===== src/rtl/sbr_pkg.sv =====
package sbr_pkg;

    typedef enum logic [1:0] {
        ST_OFF   = 2'd0,
        ST_SHIFT = 2'd1,
        ST_LOAD  = 2'd2
    } rx_state_t;

endpackage


===== src/rtl/sbr_sync.sv =====
module sbr_sync #(
    parameter int WIDTH  = 1,
    parameter int STAGES = 2
) (
    input  logic             clk,
    input  logic             rst_n,
    input  logic [WIDTH-1:0] d,
    output logic [WIDTH-1:0] q
);
    logic [WIDTH-1:0] chain [STAGES];

    generate
        for (genvar s = 0; s < STAGES; s++) begin : g_stage
            if (s == 0) begin : g_first
                always_ff @(posedge clk or negedge rst_n) begin
                    if (!rst_n) chain[s] <= '0;
                    else        chain[s] <= d;
                end
            end else begin : g_rest
                always_ff @(posedge clk or negedge rst_n) begin
                    if (!rst_n) chain[s] <= '0;
                    else        chain[s] <= chain[s-1];
                end
            end
        end
    endgenerate

    assign q = chain[STAGES-1];
endmodule


===== src/rtl/sbr_edge.sv =====
module sbr_edge (
    input  logic clk,
    input  logic rst_n,
    input  logic level,
    output logic rise
);
    logic level_q;

    always_ff @(posedge clk or negedge rst_n) begin
        if (!rst_n) level_q <= 1'b0;
        else        level_q <= level;
    end

    assign rise = level & ~level_q;

    // a rise needs a low sample first, so two rises are never adjacent
    a_r7_rise_spacing: assert property (@(posedge clk) disable iff (!rst_n)
        rise |=> !rise);
endmodule


===== src/rtl/sbr_shifter.sv =====
module sbr_shifter #(
    parameter int BYTE_W = 8
) (
    input  logic              clk,
    input  logic              rst_n,
    input  logic              clear,
    input  logic              step,
    input  logic              bit_in,
    output logic [BYTE_W-1:0] word_next,
    output logic              last
);
    localparam int CNT_W = (BYTE_W > 1) ? $clog2(BYTE_W) : 1;
    localparam logic [CNT_W-1:0] LAST_IDX = CNT_W'(BYTE_W - 1);

    logic [BYTE_W-1:0] shreg;
    logic [CNT_W-1:0]  count;

    always_ff @(posedge clk or negedge rst_n) begin
        if (!rst_n) begin
            shreg <= '0;
            count <= '0;
        end else if (clear) begin
            shreg <= '0;
            count <= '0;
        end else if (step) begin
            shreg <= word_next;
            count <= last ? '0 : count + 1'b1;
        end
    end

    assign last      = (count == LAST_IDX);
    assign word_next = {shreg[BYTE_W-2:0], bit_in};

    // a clear leaves the counter and shifter empty
    a_r6_clear_empties: assert property (@(posedge clk) disable iff (!rst_n)
        clear |=> (count == '0 && shreg == '0));

    // each step below the last advances the bit index by one
    a_r3_count_advance: assert property (@(posedge clk) disable iff (!rst_n)
        (step && !clear && !last) |=> (count == $past(count) + 1'b1));

    // the completing step wraps the index to bit 7 of the next byte
    a_r7_count_wrap: assert property (@(posedge clk) disable iff (!rst_n)
        (step && !clear && last) |=> (count == '0));
endmodule


===== src/rtl/serial_byte_rx.sv =====
module serial_byte_rx #(
    parameter int BYTE_W      = 8,
    parameter int SYNC_STAGES = 2
) (
    input  logic              clk,
    input  logic              rst_n,
    input  logic              ser_mode_n,
    input  logic              sel_n,
    input  logic              sel,
    input  logic              sclk,
    input  logic              sdin,
    input  logic              dc_tag,
    output logic              byte_valid,
    output logic [BYTE_W-1:0] rx_byte,
    output logic              rx_is_data
);
    import sbr_pkg::*;

    localparam int N_IN = 6;

    logic [N_IN-1:0]   raw_in, syn_in;
    logic              s_mode_n, s_sel_n, s_sel, s_sclk, s_sdin, s_tag;
    logic              active, sclk_rise;
    logic              sh_clear, sh_step, sh_last;
    logic [BYTE_W-1:0] word_next;
    rx_state_t         state, state_nx;

    assign raw_in = {ser_mode_n, sel_n, sel, sclk, sdin, dc_tag};

    sbr_sync #(.WIDTH(N_IN), .STAGES(SYNC_STAGES)) u_sync (
        .clk   (clk),
        .rst_n (rst_n),
        .d     (raw_in),
        .q     (syn_in)
    );

    assign {s_mode_n, s_sel_n, s_sel, s_sclk, s_sdin, s_tag} = syn_in;
    assign active = ~s_mode_n & ~s_sel_n & s_sel;

    sbr_edge u_edge (
        .clk   (clk),
        .rst_n (rst_n),
        .level (s_sclk),
        .rise  (sclk_rise)
    );

    assign sh_clear = ~active | (state == ST_OFF);
    assign sh_step  = active & sclk_rise & (state == ST_SHIFT);

    sbr_shifter #(.BYTE_W(BYTE_W)) u_shift (
        .clk       (clk),
        .rst_n     (rst_n),
        .clear     (sh_clear),
        .step      (sh_step),
        .bit_in    (s_sdin),
        .word_next (word_next),
        .last      (sh_last)
    );

    // next-state logic
    always_comb begin
        state_nx = state;
        unique case (state)
            ST_OFF:   if (active) state_nx = ST_SHIFT;                 // T_WAKE
            ST_SHIFT: if (!active) state_nx = ST_OFF;                  // T_DROP
                      else if (sh_step && sh_last) state_nx = ST_LOAD; // T_FULL
            ST_LOAD:  state_nx = active ? ST_SHIFT : ST_OFF;           // T_NEXT / T_LOAD_OFF
            default:  state_nx = ST_OFF;
        endcase
    end

    // state register
    always_ff @(posedge clk or negedge rst_n) begin
        if (!rst_n) state <= ST_OFF;
        else        state <= state_nx;
    end

    // byte and tag capture on the completing edge
    always_ff @(posedge clk or negedge rst_n) begin
        if (!rst_n) begin
            rx_byte    <= '0;
            rx_is_data <= 1'b0;
        end else if (state == ST_SHIFT && active && sh_step && sh_last) begin
            rx_byte    <= word_next;
            rx_is_data <= s_tag;
        end
    end

    // outputs
    always_comb begin
        unique case (state)
            ST_LOAD: byte_valid = 1'b1;
            default: byte_valid = 1'b0;
        endcase
    end

    // the strobe never lasts more than one cycle
    a_r4_single_pulse: assert property (@(posedge clk) disable iff (!rst_n)
        byte_valid |=> !byte_valid);

    // byte and tag hold unless a new byte is being presented
    a_r8_hold_outputs: assert property (@(posedge clk) disable iff (!rst_n)
        !byte_valid |-> ($stable(rx_byte) && $stable(rx_is_data)));

    // while deselected, no byte can be presented in the next cycle
    a_r2_idle_no_byte: assert property (@(posedge clk) disable iff (!rst_n)
        !active |=> !byte_valid || $past(state == ST_SHIFT));

    // no serial edge can arrive during the one-cycle load state
    a_r7_no_edge_in_load: assert property (@(posedge clk) disable iff (!rst_n)
        (state == ST_LOAD) |-> !sclk_rise);

    // a deselected shifting state always falls back to idle
    a_r6_drop_on_deselect: assert property (@(posedge clk) disable iff (!rst_n)
        (state == ST_SHIFT && !active) |=> (state == ST_OFF));
endmodule


===== config.mk =====
export PLATFORM = sky130hd
export DESIGN_NAME = serial_byte_rx
export DESIGN_NICKNAME = d
export VERILOG_FILES = /design/src/rtl/sbr_pkg.sv /design/src/rtl/sbr_sync.sv /design/src/rtl/sbr_edge.sv /design/src/rtl/sbr_shifter.sv /design/src/rtl/serial_byte_rx.sv
export SDC_FILE = /design/constraint.sdc
export NUM_CORES = 1
export LEC_CHECK = 0
export BUFFER_PORTS_ARGS = -buffer_cell sky130_fd_sc_hd__buf_2
export CAP_MARGIN = 20
export CORE_MARGIN = 5
export CORE_UTILIZATION = 50
export CTS_CLUSTER_SIZE = 28
export DETAILED_ROUTE_END_ITERATION = 16
export HOLD_SLACK_MARGIN = 0.05
export PLACE_DENSITY = 0.71
export SLEW_MARGIN = 40
export SYNTH_ARGS = -nofsm -noshare
export SYNTH_HDL_FRONTEND = slang
export SYNTH_SLANG_ARGS = --single-unit

===== constraint.sdc =====
create_clock -name clk -period 4.3 [get_ports clk]
set_clock_uncertainty 0.15 [all_clocks]
set_input_delay 0.645 -clock clk [delete_from_list [all_inputs] [get_ports clk]]
set_output_delay 0.645 -clock clk [all_outputs]
set_load 0.005 [all_outputs]

==> results of run 1 <==
==> layout make-up <==
class	instances	area [um2]
repair buffers	19	122.6
clock buffers	7	45.04
flip-flops and latches	34	850.8
well taps	28	35.03
fillers	190	848.3
inverters	1	3.754
multi-input cells	34	349.1
==> repair_timing <==
item                                   4_1_cts  5_1_grt
hold buffers                                 0        1
endpoints found under the hold margin        0       11
setup endpoints to repair                    0        0
==> metrics by stage <==
stage | power [W] | setup slack (ns) | hold slack, ns
global route | 0.0005231 | 2.156 | 0.2159
detailed placement | 0.0003490 | 2.237 | 0.1847
floorplan | 0.0003381 | 2.463 | 0.1812
CTS | 0.0005024 | 2.227 | 0.2056
global placement | 0.0003477 | 2.280 | 0.1819
finish | 0.0004988 | 2.241 | 0.2033
==> final timing paths <==
check	end	slack [ns]	depth (start not counted)
setup / recovery	rx_byte[1]	2.24	3
hold / removal	u_sync.q[0]	0.20	0
setup reg to reg	rx_byte[1]	2.24	3
hold reg to reg	u_sync.q[0]	0.20	0
max in group asynchronous	u_sync.chain[11]	3.00	3
min in group asynchronous	rx_byte[7]	0.58	2
==> sequential cells by signal (all words and copies together), names as in the netlist <==
signal / count
rx_byte: 8
u_shift.shreg: 7
u_sync.chain: 6
u_sync.q: 6
u_shift.count: 3
state: 2
rx_is_data: 1
u_edge.level_q: 1
==> logic make-up (layout without fill, tap and decap cells) <==
logic type,Yosys count,after routing,share of synthesized area
flops,34,34,0.7010
simple gates,10,10,0.05259
compound gates,13,13,0.09897
fa+ha+maj,2,2,0.02062
mux,9,9,0.1113
buf+inv,3,27,0.01546
==> layer usage <==
metal | global-route usage | part of all wire | routed length (um) | vias up
met4 | 0.06796 | 0.022 | 40 | 0
met2 | 0.1919 | 0.49 | 902 | 20
met1 | 0.1394 | 0.42 | 779 | 342
met5 | 0 | 0 | 0 | -
li1 | - | - | - | 313
met3 | 0.05882 | 0.069 | 128 | 5
==> power groups by stage <==
stage	logic [W]	registers, W	clock network [W]
CTS	0.0000133	0.000329	0.000160
detailed placement	0.0000133	0.000336	0
finish	0.0000168	0.000329	0.000153
global placement	0.0000128	0.000335	0
floorplan	0.00000349	0.000335	0
global route	0.0000189	0.000330	0.000174
==> layout by cell type, fill, tap and decap left out, drive strengths merged <==
cell / instances
nor4: 1
nand2b: 1
nor2b: 1
a21o: 1
a32o: 10
a21oi: 1
or3b: 1
dfrtp: 34
dlygate4sd3: 1
o21bai: 1
nand4bb: 1
nand2: 1
inv: 1
ha: 2
clkbuf: 7
nor2: 2
or3: 1
mux2: 9
nor3b: 1
buf: 18
==> metrics.md, run 1 <==
| Metric | Value |
|---|---|
| Layout cells sized above 1 | 0.3474 |
| Final Util | 0.6238 |
| Critical Path AT | 2.12 ns |
| TritonRoute pass-1 iters | 4 |
| Port buffer count | 17 |
| Library cells used by synthesis | 19 |
| Global-route wire length before repair | 3.042 mm |
| PwrDens | 354.7 nW/um2 |
| Synth area leaders | dfrtp_1 (70%), mux2_4 (11%), a32o_1 (8.2%) |
| Clock transition at path regs | 0.09 ns |
| Share of the synthesized area in the top cell type | 0.7010 |
| CP max FO | 9 |
| Max Clk Rate | 485.7 MHz |
| Sequence of cells on the critical path | or3b_1 -> or3_1 -> mux2_4 |
| Main synth FF type | dfrtp_1 |
| Final setup TNS | 0 ns |
| Worst setup EP type | register |
| Most frequent cell after synthesis | dfrtp_1 |
| Largest net degree at the start of global routing | 35 |
| CP max stage delay | 0.61 ns |
| Top delay family on crit path | simple AND/OR/NAND/NOR gates |
| Post-synth top cells | dfrtp_1 (34), a32o_1 (10), mux2_4 (9) |
| Routability Congestion | 0.7733 |
| GRT Overall Usage | 0.1237 |
| Clock Tree Root | clkbuf_4 |
| Antenna violations before repair | 0 |
| # setup viols final | 0 |
| CP startpoint kind | register |
| Net Sw Power | 0.0001044 W |
| Tmin final | 2.059 ns |
| Post-synth ARST share | 1.000 |
| Layout area overhead | 15.88% |
| Fin area | 1406 um2 |
| Period utilization | 0.4788 |
| Hold Path Class | register to register |
| Final std cells w/o fill | 123 |
| ANT nets after route | 0 |
| Total grt overflow | 0 |
| CP Class | register to register |
| Max clock buf depth | 2 |
| Initial core utilization | 0.5383 |
| CTS tree | built |
| Clock latency on the worst-skew pair | 0.32 ns |
| Final hold vios | 0 |
| Slowest-stage cell, CP | or3_1 |
| CP startpoint | u_sync.q[5] |
| Seq pwr share | 0.660 |
| Post-DP Area | 1324 um2 |
| Yosys top cell by area | dfrtp_1 |
| CP required | 4.37 ns |
| Iter 0 DRT Violations | 23 |
| Seq cells post-synth | 34 |
| Post-synthesis cell area | 1214 um2 |
| RSZ-0062 raised after global routing | false |
| Logic pwr share | 0.034 |
| Sequential-to-total area share from yosys stat | 0.7010 |
| HP Start | u_sync.chain[6] |
| Die H | 59.27 um |
| Post-synth EDFFs | 0 |
| Die area | 3512 um2 |
| Placeable Area | 2255 um2 |
| WP buf/inv | 0 |
| Antenna fix cells | 0 |
| Synth warnings | 0 |
| Net Sw Frac | 0.2093 |
| Placed Cells | 114 |
| Post-Synthesis Cells | 71 |
| Slew Viols, Final | 0 |
| Pint | 0.0003944 W |
| Worst rel slew slack | 0.5657 |
| # Post-CTS Setup Buffers | 0 |
| Vias in the first global route | 668 |
| Chip width | 59.27 um |
| DRC violations left | 0 |
| Status | finished clean |
| CTS Sinks | 34 |
| Final nets | 105 |
| H-tree depth | 2 |
| Post-Route WL | 1.851 mm |
| Site Rows | 17 |
| Vias | 680 |
| Syn avg cell area | 17.09 um2 |
| Clock share of power | 0.307 |
| Max-cap violations | 0 |
| # IOs | 18 |
| Post-DP HPWL | 1.238 mm |
| Vias per Instance | 5.528 |
| CTS resizes | 0 |
| Average routed wire per standard cell | 15.05 um |
| CTS Buf Count | 5 |
| Measured slew at the worst slew-check pin | 0.6490 ns |
| Peak VDD IR | 0.0002777 V |
| Post-Syn Nets | 81 |
| Pleak | 0.7265 nW |
| R2r startpoint | u_sync.q[5] |
Power figures use the tool's default switching activity.
==> run 2, diff against run 1 <==
--- a/config.mk
+++ b/config.mk
@@ -5,14 +5,15 @@
 export SDC_FILE = /design/constraint.sdc
 export NUM_CORES = 1
 export LEC_CHECK = 0
+export ABC_AREA = 1
 export BUFFER_PORTS_ARGS = -buffer_cell sky130_fd_sc_hd__buf_2
 export CAP_MARGIN = 20
 export CORE_MARGIN = 5
-export CORE_UTILIZATION = 50
+export CORE_UTILIZATION = 49
 export CTS_CLUSTER_SIZE = 28
 export DETAILED_ROUTE_END_ITERATION = 16
 export HOLD_SLACK_MARGIN = 0.05
-export PLACE_DENSITY = 0.71
+export PLACE_DENSITY = 0.73
 export SLEW_MARGIN = 40
 export SYNTH_ARGS = -nofsm -noshare
 export SYNTH_HDL_FRONTEND = slang
==> constraint.sdc (replaced) <==
create_clock -name clk -period 1.8 [get_ports clk]
set_clock_uncertainty 0.15 [all_clocks]
set_input_delay 0.27 -clock clk [delete_from_list [all_inputs] [get_ports clk]]
set_output_delay 0.27 -clock clk [all_outputs]
set_load 0.005 [all_outputs]
==> run 2 against run 1 <==
Via count rose by 26%. Die area rose by 6.3%. Highest routed layer unchanged. Sequential power rose by 140%. Clock power rose to 3.3 times the previous value. Combinational power rose to 3.1 times the previous value. Global-route usage rose by 1.7 points. Flip-flop and latch count did not move. Critical path depth rose by 1. Largest power group unchanged. Critical path type unchanged. Register-to-register slack got worse by 2.1 ns.
==> metrics.md, run 2 <==
| Metric | Value |
|---|---|
| Iter 0 DRT Violations | 16 (-30%) |
| Yosys top cell by area | dfrtp_1 |
| Post-synth EDFFs | 0 (unchanged) |
| Placeable Area | 2477 um2 (+9.9%) |
| Peak VDD IR | 0.0006991 V (+150%) |
| Hold endpoint | u_sync.q[2] |
| Clock share of power | 0.374 (+0.067) |
| Synth Area in Adders | 0.01955 (-0.001068) |
| Final setup TNS | 0 ns (unchanged) |
| Logic pwr share | 0.039 (+0.005) |
| CP max FO | 12 (+3) |
| HP Start | u_sync.chain[8] |
| Clock latency on the worst-skew pair | 0.32 ns (about the same) |
| CP startpoint kind | register |
| Sequence of cells on the critical path | ha_1 -> ha_1 -> or2_2 -> o21ai_1 |
| Sequential-to-total area share from yosys stat | 0.6647 (-0.03632) |
| Status | finished clean |
| Post-synth top cells | dfrtp_1 (34), nand2_1 (33), nand3_1 (19) |
| CP required | 1.90 ns (-2.47 ns) |
| Post-Syn Nets | 126 (+56%) |
| Hold Path Class | register to register |
| Final hold slack | 0.1940 ns (-0.009314 ns) |
| Area of the multi-input gates | 362.8 um2 (+3.9%) |
| Routability Congestion | 0.7558 (-2.3%) |
| Most common cell after layout, fill and taps aside | dfrtp_1 |
| Final nets | 154 (+47%) |
| Pleak | 0.8429 nW (+16%) |
| Global-route wire length before repair | 3.822 mm (+26%) |
| Critical Path AT | 1.73 ns (-0.39 ns) |
| Register Area | 850.8 um2 (unchanged) |
| Main synth FF type | dfrtp_1 |
| GRT Overall Usage | 0.1407 (+0.01697) |
| Net Sw Frac | 0.2020 (-0.007308) |
| Post-synthesis mux area share | 0 (-0.1113) |
| Library cells used by synthesis | 18 (-1) |
| Chip width | 61.11 um (+3.1%) |
| Hold path cells | 0 (unchanged) |
| Post-synthesis cell area | 1280 um2 (+5.5%) |
| R2R depth | 4 (+1) |
| CTS tree | built |
| CTS Buf Count | 5 (unchanged) |
| Slew Viols, Final | 0 (unchanged) |
| CP Class | register to register |
| Slowest-stage cell, CP | dfrtp_1 |
| Layout area overhead | 19.26% |
| # setup viols final | 0 (unchanged) |
| Average routed wire per standard cell | 12.06 um (-20%) |
| Die H | 61.11 um (+3.1%) |
| Seq cells post-synth | 34 (unchanged) |
| Most used cell, CP | ha_1 |
| Most frequent cell after synthesis | dfrtp_1 |
| Largest net degree at the start of global routing | 35 (unchanged) |
| XOR/XNOR Fraction of Synth Area | 0 (unchanged) |
| Top delay family on crit path | adder cells |
| Simple-Gate Fraction of Synth Area | 0.2502 (+0.1977) |
| Vias per Instance | 4.903 (-11%) |
| Worst rel slew slack | 0.5310 (-0.03470) |
| Clock transition at path regs | 0.10 ns (about the same) |
| Post-Synthesis Cells | 116 (+63%) |
| Final hold vios | 0 (unchanged) |
| Post-DP HPWL | 1.465 mm (+18%) |
| Site Rows | 18 (+1) |
| Compound-cell area share of the yosys netlist | 0.01369 (-0.08528) |
| Vias in the first global route | 892 (+34%) |
| Synth area leaders | dfrtp_1 (66%), nand2_1 (9.7%), nand3_1 (7.4%) |
| Antenna fix cells | 0 (unchanged) |
| RSZ-0062 raised after global routing | false |
| # hold bufs at CTS | 7 (+7) |
| Post-Route WL | 2.110 mm (+14%) |
| # IOs | 18 (unchanged) |
| R2r startpoint | u_shift.count[0] |
| Post-synth ARST share | 1.000 (unchanged) |
| Max Clk Rate | 612.6 MHz (+26%) |
| ANT nets after route | 0 (unchanged) |
| Placed Cells | 160 (+40%) |
| Worst setup EP type | register |
| Final std cells w/o fill | 175 (+42%) |
| Vias | 858 (+26%) |
| Total grt overflow | 0 (unchanged) |
| R2R Path End | u_shift.count[0] |
| Seq pwr share | 0.587 (-0.073) |
| Top Registers | rx_byte (8), u_shift.shreg (7) |
| Synth warnings | 0 (unchanged) |
| Syn avg cell area | 11.03 um2 (-35%) |
| CTS Sinks | 34 (unchanged) |
| Largest family of logic cells by synthesized area | simple AND/OR/NAND/NOR gates |
| Most frequent cells in the layout | dfrtp_1 (34), nand2_1 (33), nand3_1 (19), buf_2 (17), nand4_1 (9) |
| Measured slew at the worst slew-check pin | 0.7035 ns (+0.05445 ns) |
| Reg-to-reg slack, setup | 0.17 ns (-2.07 ns) |
| Net Sw Power | 0.0002700 W (+160%) |
| Largest register by flop count | rx_byte |
| Die area | 3734 um2 (+6.3%) |
| Antenna violations before repair | 0 (unchanged) |
| Initial core utilization | 0.5167 (-0.02162) |
| DRC violations left | 0 (unchanged) |
| PwrDens | 875.6 nW/um2 (+150%) |
| Max clock buf depth | 2 (unchanged) |
| # Post-CTS Setup Buffers | 0 (unchanged) |
| Share of the synthesized area in the top cell type | 0.6647 (-0.03632) |
| Max FFs per register | 8 (unchanged) |
| Pint | 0.001067 W (+170%) |
| Clock Tree Root | clkbuf_4 |
| CP max stage delay | 0.40 ns (-0.21 ns) |
| H-tree depth | 2 (unchanged) |
| Tmin final | 1.632 ns (-0.4263 ns) |
| Period utilization | 0.9069 (+0.4281) |
| FILL cells | 206 (+8.4%) |
| Layout cells sized above 1 | 0.2276 (-0.1198) |
| TritonRoute pass-1 iters | 4 (unchanged) |
| Max-cap violations | 0 (unchanged) |
| Port buffer count | 17 (unchanged) |
| CTS resizes | 0 (unchanged) |
| WP buf/inv | 0 (unchanged) |
[run 2: metal layers]
metal  vias up  share of wire  global-route usage
met5         -              0                   0
met2        18           0.48              0.2145
met3         4          0.053             0.05031
met4         0          0.010             0.06502
li1        440              -                   -
met1       396           0.46              0.1796
[run 2: final cells by class]
cell class              count  share of cell area
clock buffers               8             0.05164
inverters                   5             0.01230
multi-input cells          71              0.2377
flip-flops and latches     34              0.5574
well taps                  30             0.02459
repair buffers             27              0.1164
[run 2: power groups by stage]
stage,clock (W),sequential (W),combinational (W)
after floorplan,0,0.000799,0.0000199
after global placement,0,0.000799,0.0000413
after detailed placement,0,0.000800,0.0000423
after CTS,0.000512,0.000785,0.0000537
after global routing,0.000544,0.000787,0.0000609
final,0.000500,0.000784,0.0000526
[run 2: metrics by stage]
| step | power [W] | area [um2] | worst slack (ns) | utilization |
|---|---|---|---|---|
| final | 0.001337 | 1526 | 0.1676 | 0.6162 |
| after global routing | 0.001392 | 1526 | 0.08246 | 0.6162 |
| after global placement | 0.0008406 | 1378 | 0.2323 | 0.5561 |
| after CTS | 0.001350 | 1526 | 0.1691 | 0.6162 |
| after floorplan | 0.0008184 | 1280 | 0.4426 | - |
| after detailed placement | 0.0008422 | 1378 | 0.1907 | 0.5561 |
[run 2: kinds of logic (layout without fill, tap and decap cells)]
kind of cell             Yosys count  in the layout
AO/OA/AOI/OAI                      3              3
AND/OR/NAND/NOR                   66             66
buffers and inverters             11             40
flip-flops                        34             34
adder cells (fa/ha/maj)            2              2
[run 2: how the worst max path moves through the flow]
stage,from,end,slack [ns],cells past startpoint
2_1_floorplan,u_shift.count[0],rx_byte[7],0.44,6
3_3_place_gp,u_shift.count[0],u_shift.count[0],0.23,4
3_5_place_dp,u_shift.count[0],u_shift.count[0],0.19,4
4_1_cts,u_shift.count[0],u_shift.count[0],0.17,4
5_1_grt,u_shift.count[0],u_shift.count[0],0.08,4
6_report,u_shift.count[0],u_shift.count[0],0.17,4
==> run 3, diff against run 2 <==
--- a/config.mk
+++ b/config.mk
@@ -13,7 +13,7 @@
 export CTS_CLUSTER_SIZE = 28
 export DETAILED_ROUTE_END_ITERATION = 16
 export HOLD_SLACK_MARGIN = 0.05
-export PLACE_DENSITY = 0.73
+export PLACE_DENSITY = 0.8
 export SLEW_MARGIN = 40
 export SYNTH_ARGS = -nofsm -noshare
 export SYNTH_HDL_FRONTEND = slang
==> run 3 against run 2 <==
Worst setup slack lost 0.029 ns. Utilization decreased by 1.3 points. First-iteration DRC count increased by 63%. Via count grew 5.1%. Clock power decreased by 27%. Combinational power increased by 3%. Hold slack improved by 0.013 ns.
==> metrics.md, run 3 (synthesized netlist as in run 2, its figures left out) <==
| Metric | Value |
|---|---|
| # hold bufs at CTS | 7 (unchanged) |
| Slew Viols, Final | 0 (unchanged) |
| Average routed wire per standard cell | 12.87 um (+6.7%) |
| Measured slew at the worst slew-check pin | 0.4099 ns (-0.2936 ns) |
| TritonRoute pass-1 iters | 4 (unchanged) |
| Most common cell after layout, fill and taps aside | dfrtp_1 |
| Routability Congestion | 0.7707 (+2.0%) |
| Worst setup EP type | register |
| DRC violations left | 0 (unchanged) |
| Logic pwr share | 0.045 (+0.006) |
| CTS tree | built |
| Tmin final | 1.661 ns (+0.02898 ns) |
| Largest register by flop count | rx_byte |
| Net Sw Frac | 0.2151 (+0.01312) |
| Most frequent cells in the layout | dfrtp_1 (34), nand2_1 (33), nand3_1 (19), buf_2 (16), nand4_1 (9) |
| Site Rows | 18 (unchanged) |
| Layout area overhead | 16.81% |
| Total grt overflow | 0 (unchanged) |
| Die area | 3734 um2 (unchanged) |
| Clock Tree Root | clkbuf_4 |
| CP max FO | 12 (unchanged) |
| Clock transition at path regs | 0.10 ns (about the same) |
| CP Class | register to register |
| Vias in the first global route | 902 (+1.1%) |
| Clock latency on the worst-skew pair | 0.33 ns (about the same) |
| Global-route wire length before repair | 3.974 mm (+4.0%) |
| Critical Path AT | 1.78 ns (+0.05 ns) |
| Max Clk Rate | 601.9 MHz (-1.7%) |
| Clock share of power | 0.304 (-0.070) |
| Layout cells sized above 1 | 0.2083 (-0.01925) |
| Final setup TNS | 0 ns (unchanged) |
| Net Sw Power | 0.0002596 W (-3.8%) |
| Iter 0 DRT Violations | 26 (+10) |
| Max clock buf depth | 2 (unchanged) |
| Post-Route WL | 2.239 mm (+6.1%) |
| CTS resizes | 0 (unchanged) |
| Port buffer count | 17 (unchanged) |
| Hold Path Class | register to register |
| Placeable Area | 2477 um2 (unchanged) |
| CP required | 1.92 ns (+0.02 ns) |
| Pint | 0.0009473 W (-11%) |
| Worst rel slew slack | 0.7267 (+0.1957) |
| Final nets | 154 (unchanged) |
| CTS Sinks | 34 (unchanged) |
| Max-cap violations | 0 (unchanged) |
| Final hold vios | 0 (unchanged) |
| Chip width | 61.11 um (unchanged) |
| Period utilization | 0.9230 (+0.01610) |
| Max FFs per register | 8 (unchanged) |
| Vias | 902 (+5.1%) |
| RSZ-0062 raised after global routing | false |
| Reg-to-reg slack, setup | 0.14 ns (-0.03 ns) |
| Post-DP HPWL | 1.524 mm (+4.1%) |
| Seq pwr share | 0.651 (+0.064) |
| GRT Overall Usage | 0.1550 (+0.01432) |
| # Post-CTS Setup Buffers | 0 (unchanged) |
| FILL cells | 218 (+5.8%) |
| Antenna violations before repair | 0 (unchanged) |
| Status | finished clean |
| Top Registers | rx_byte (8), u_shift.shreg (7) |
| PwrDens | 807.2 nW/um2 (-7.8%) |
| Peak VDD IR | 0.0005216 V (-25%) |
| H-tree depth | 2 (unchanged) |
| Die H | 61.11 um (unchanged) |
| Antenna fix cells | 0 (unchanged) |
| Largest net degree at the start of global routing | 35 (unchanged) |
| ANT nets after route | 0 (unchanged) |
| Final hold slack | 0.2071 ns (+0.01310 ns) |
| Initial core utilization | 0.5167 (unchanged) |
| CP startpoint kind | register |
| Pleak | 0.8246 nW (-2.2%) |
| # IOs | 18 (unchanged) |
| Vias per Instance | 5.184 (+5.7%) |
| # setup viols final | 0 (unchanged) |
| CTS Buf Count | 5 (unchanged) |
-- run 3: changes by cell type in the layout (fill, tap and decap cells not counted), sizes merged --
cell / previous run / this run
clkbuf: 8 / 7
-- run 3: metrics by stage --
step                cells    util  power (W)  cell area [um2]  setup WS (ns)
floorplan             116       -  0.0008184             1280         0.4426
detailed placement    160  0.5561  0.0008439             1378         0.1810
global route          174  0.6035   0.001274             1495        0.02129
finish                174  0.6035   0.001207             1495         0.1386
global placement      160  0.5561  0.0008398             1378         0.2528
CTS                   174  0.6025   0.001225             1493         0.1576
-- run 3: critical path: stages, from the launching register on --
cell     delay, ns
dfrtp_1       0.42
ha_1          0.24
ha_1          0.33
or2_2         0.34
o21ai_1       0.11
-- run 3: final timing paths --
path                             startpoint          endpoint  depth (start not counted)
max                        u_shift.count[0]  u_shift.count[0]                          4
min                         u_sync.chain[7]       u_sync.q[1]                          0
max reg2reg                u_shift.count[0]  u_shift.count[0]                          4
min reg2reg                 u_sync.chain[7]       u_sync.q[1]                          0
max in group asynchronous             rst_n       u_sync.q[0]                          2
min in group asynchronous             rst_n       u_sync.q[2]                          2
-- run 3: power groups by stage --
stage               Clock (W)  Sequential [W]  Combinational (W)
floorplan                   0        0.000799          0.0000199
global placement            0        0.000799          0.0000407
detailed placement          0        0.000801          0.0000425
CTS                  0.000385        0.000786          0.0000542
global route         0.000424        0.000788          0.0000614
finish               0.000367        0.000786          0.0000540
-- run 3: area by class of cell --
class,count,area [um2],share of cell area
multi-input cells,71,362.8,0.2427
inverters,5,18.77,0.01255
well taps,30,37.54,0.02510
flip-flops and latches,34,850.8,0.5690
clock buffers,7,45.04,0.03013
repair buffers,27,180.2,0.1205
-- run 3: metal layers --
| layer | wire length [um] | track usage | vias up | part of all wire |
|---|---|---|---|---|
| li1 | - | - | 441 | - |
| met1 | 876 | 0.1571 | 433 | 0.39 |
| met2 | 1141 | 0.2568 | 18 | 0.51 |
| met3 | 113 | 0.06499 | 10 | 0.050 |
| met4 | 108 | 0.1084 | 0 | 0.048 |
| met5 | 0 | 0 | - | 0 |
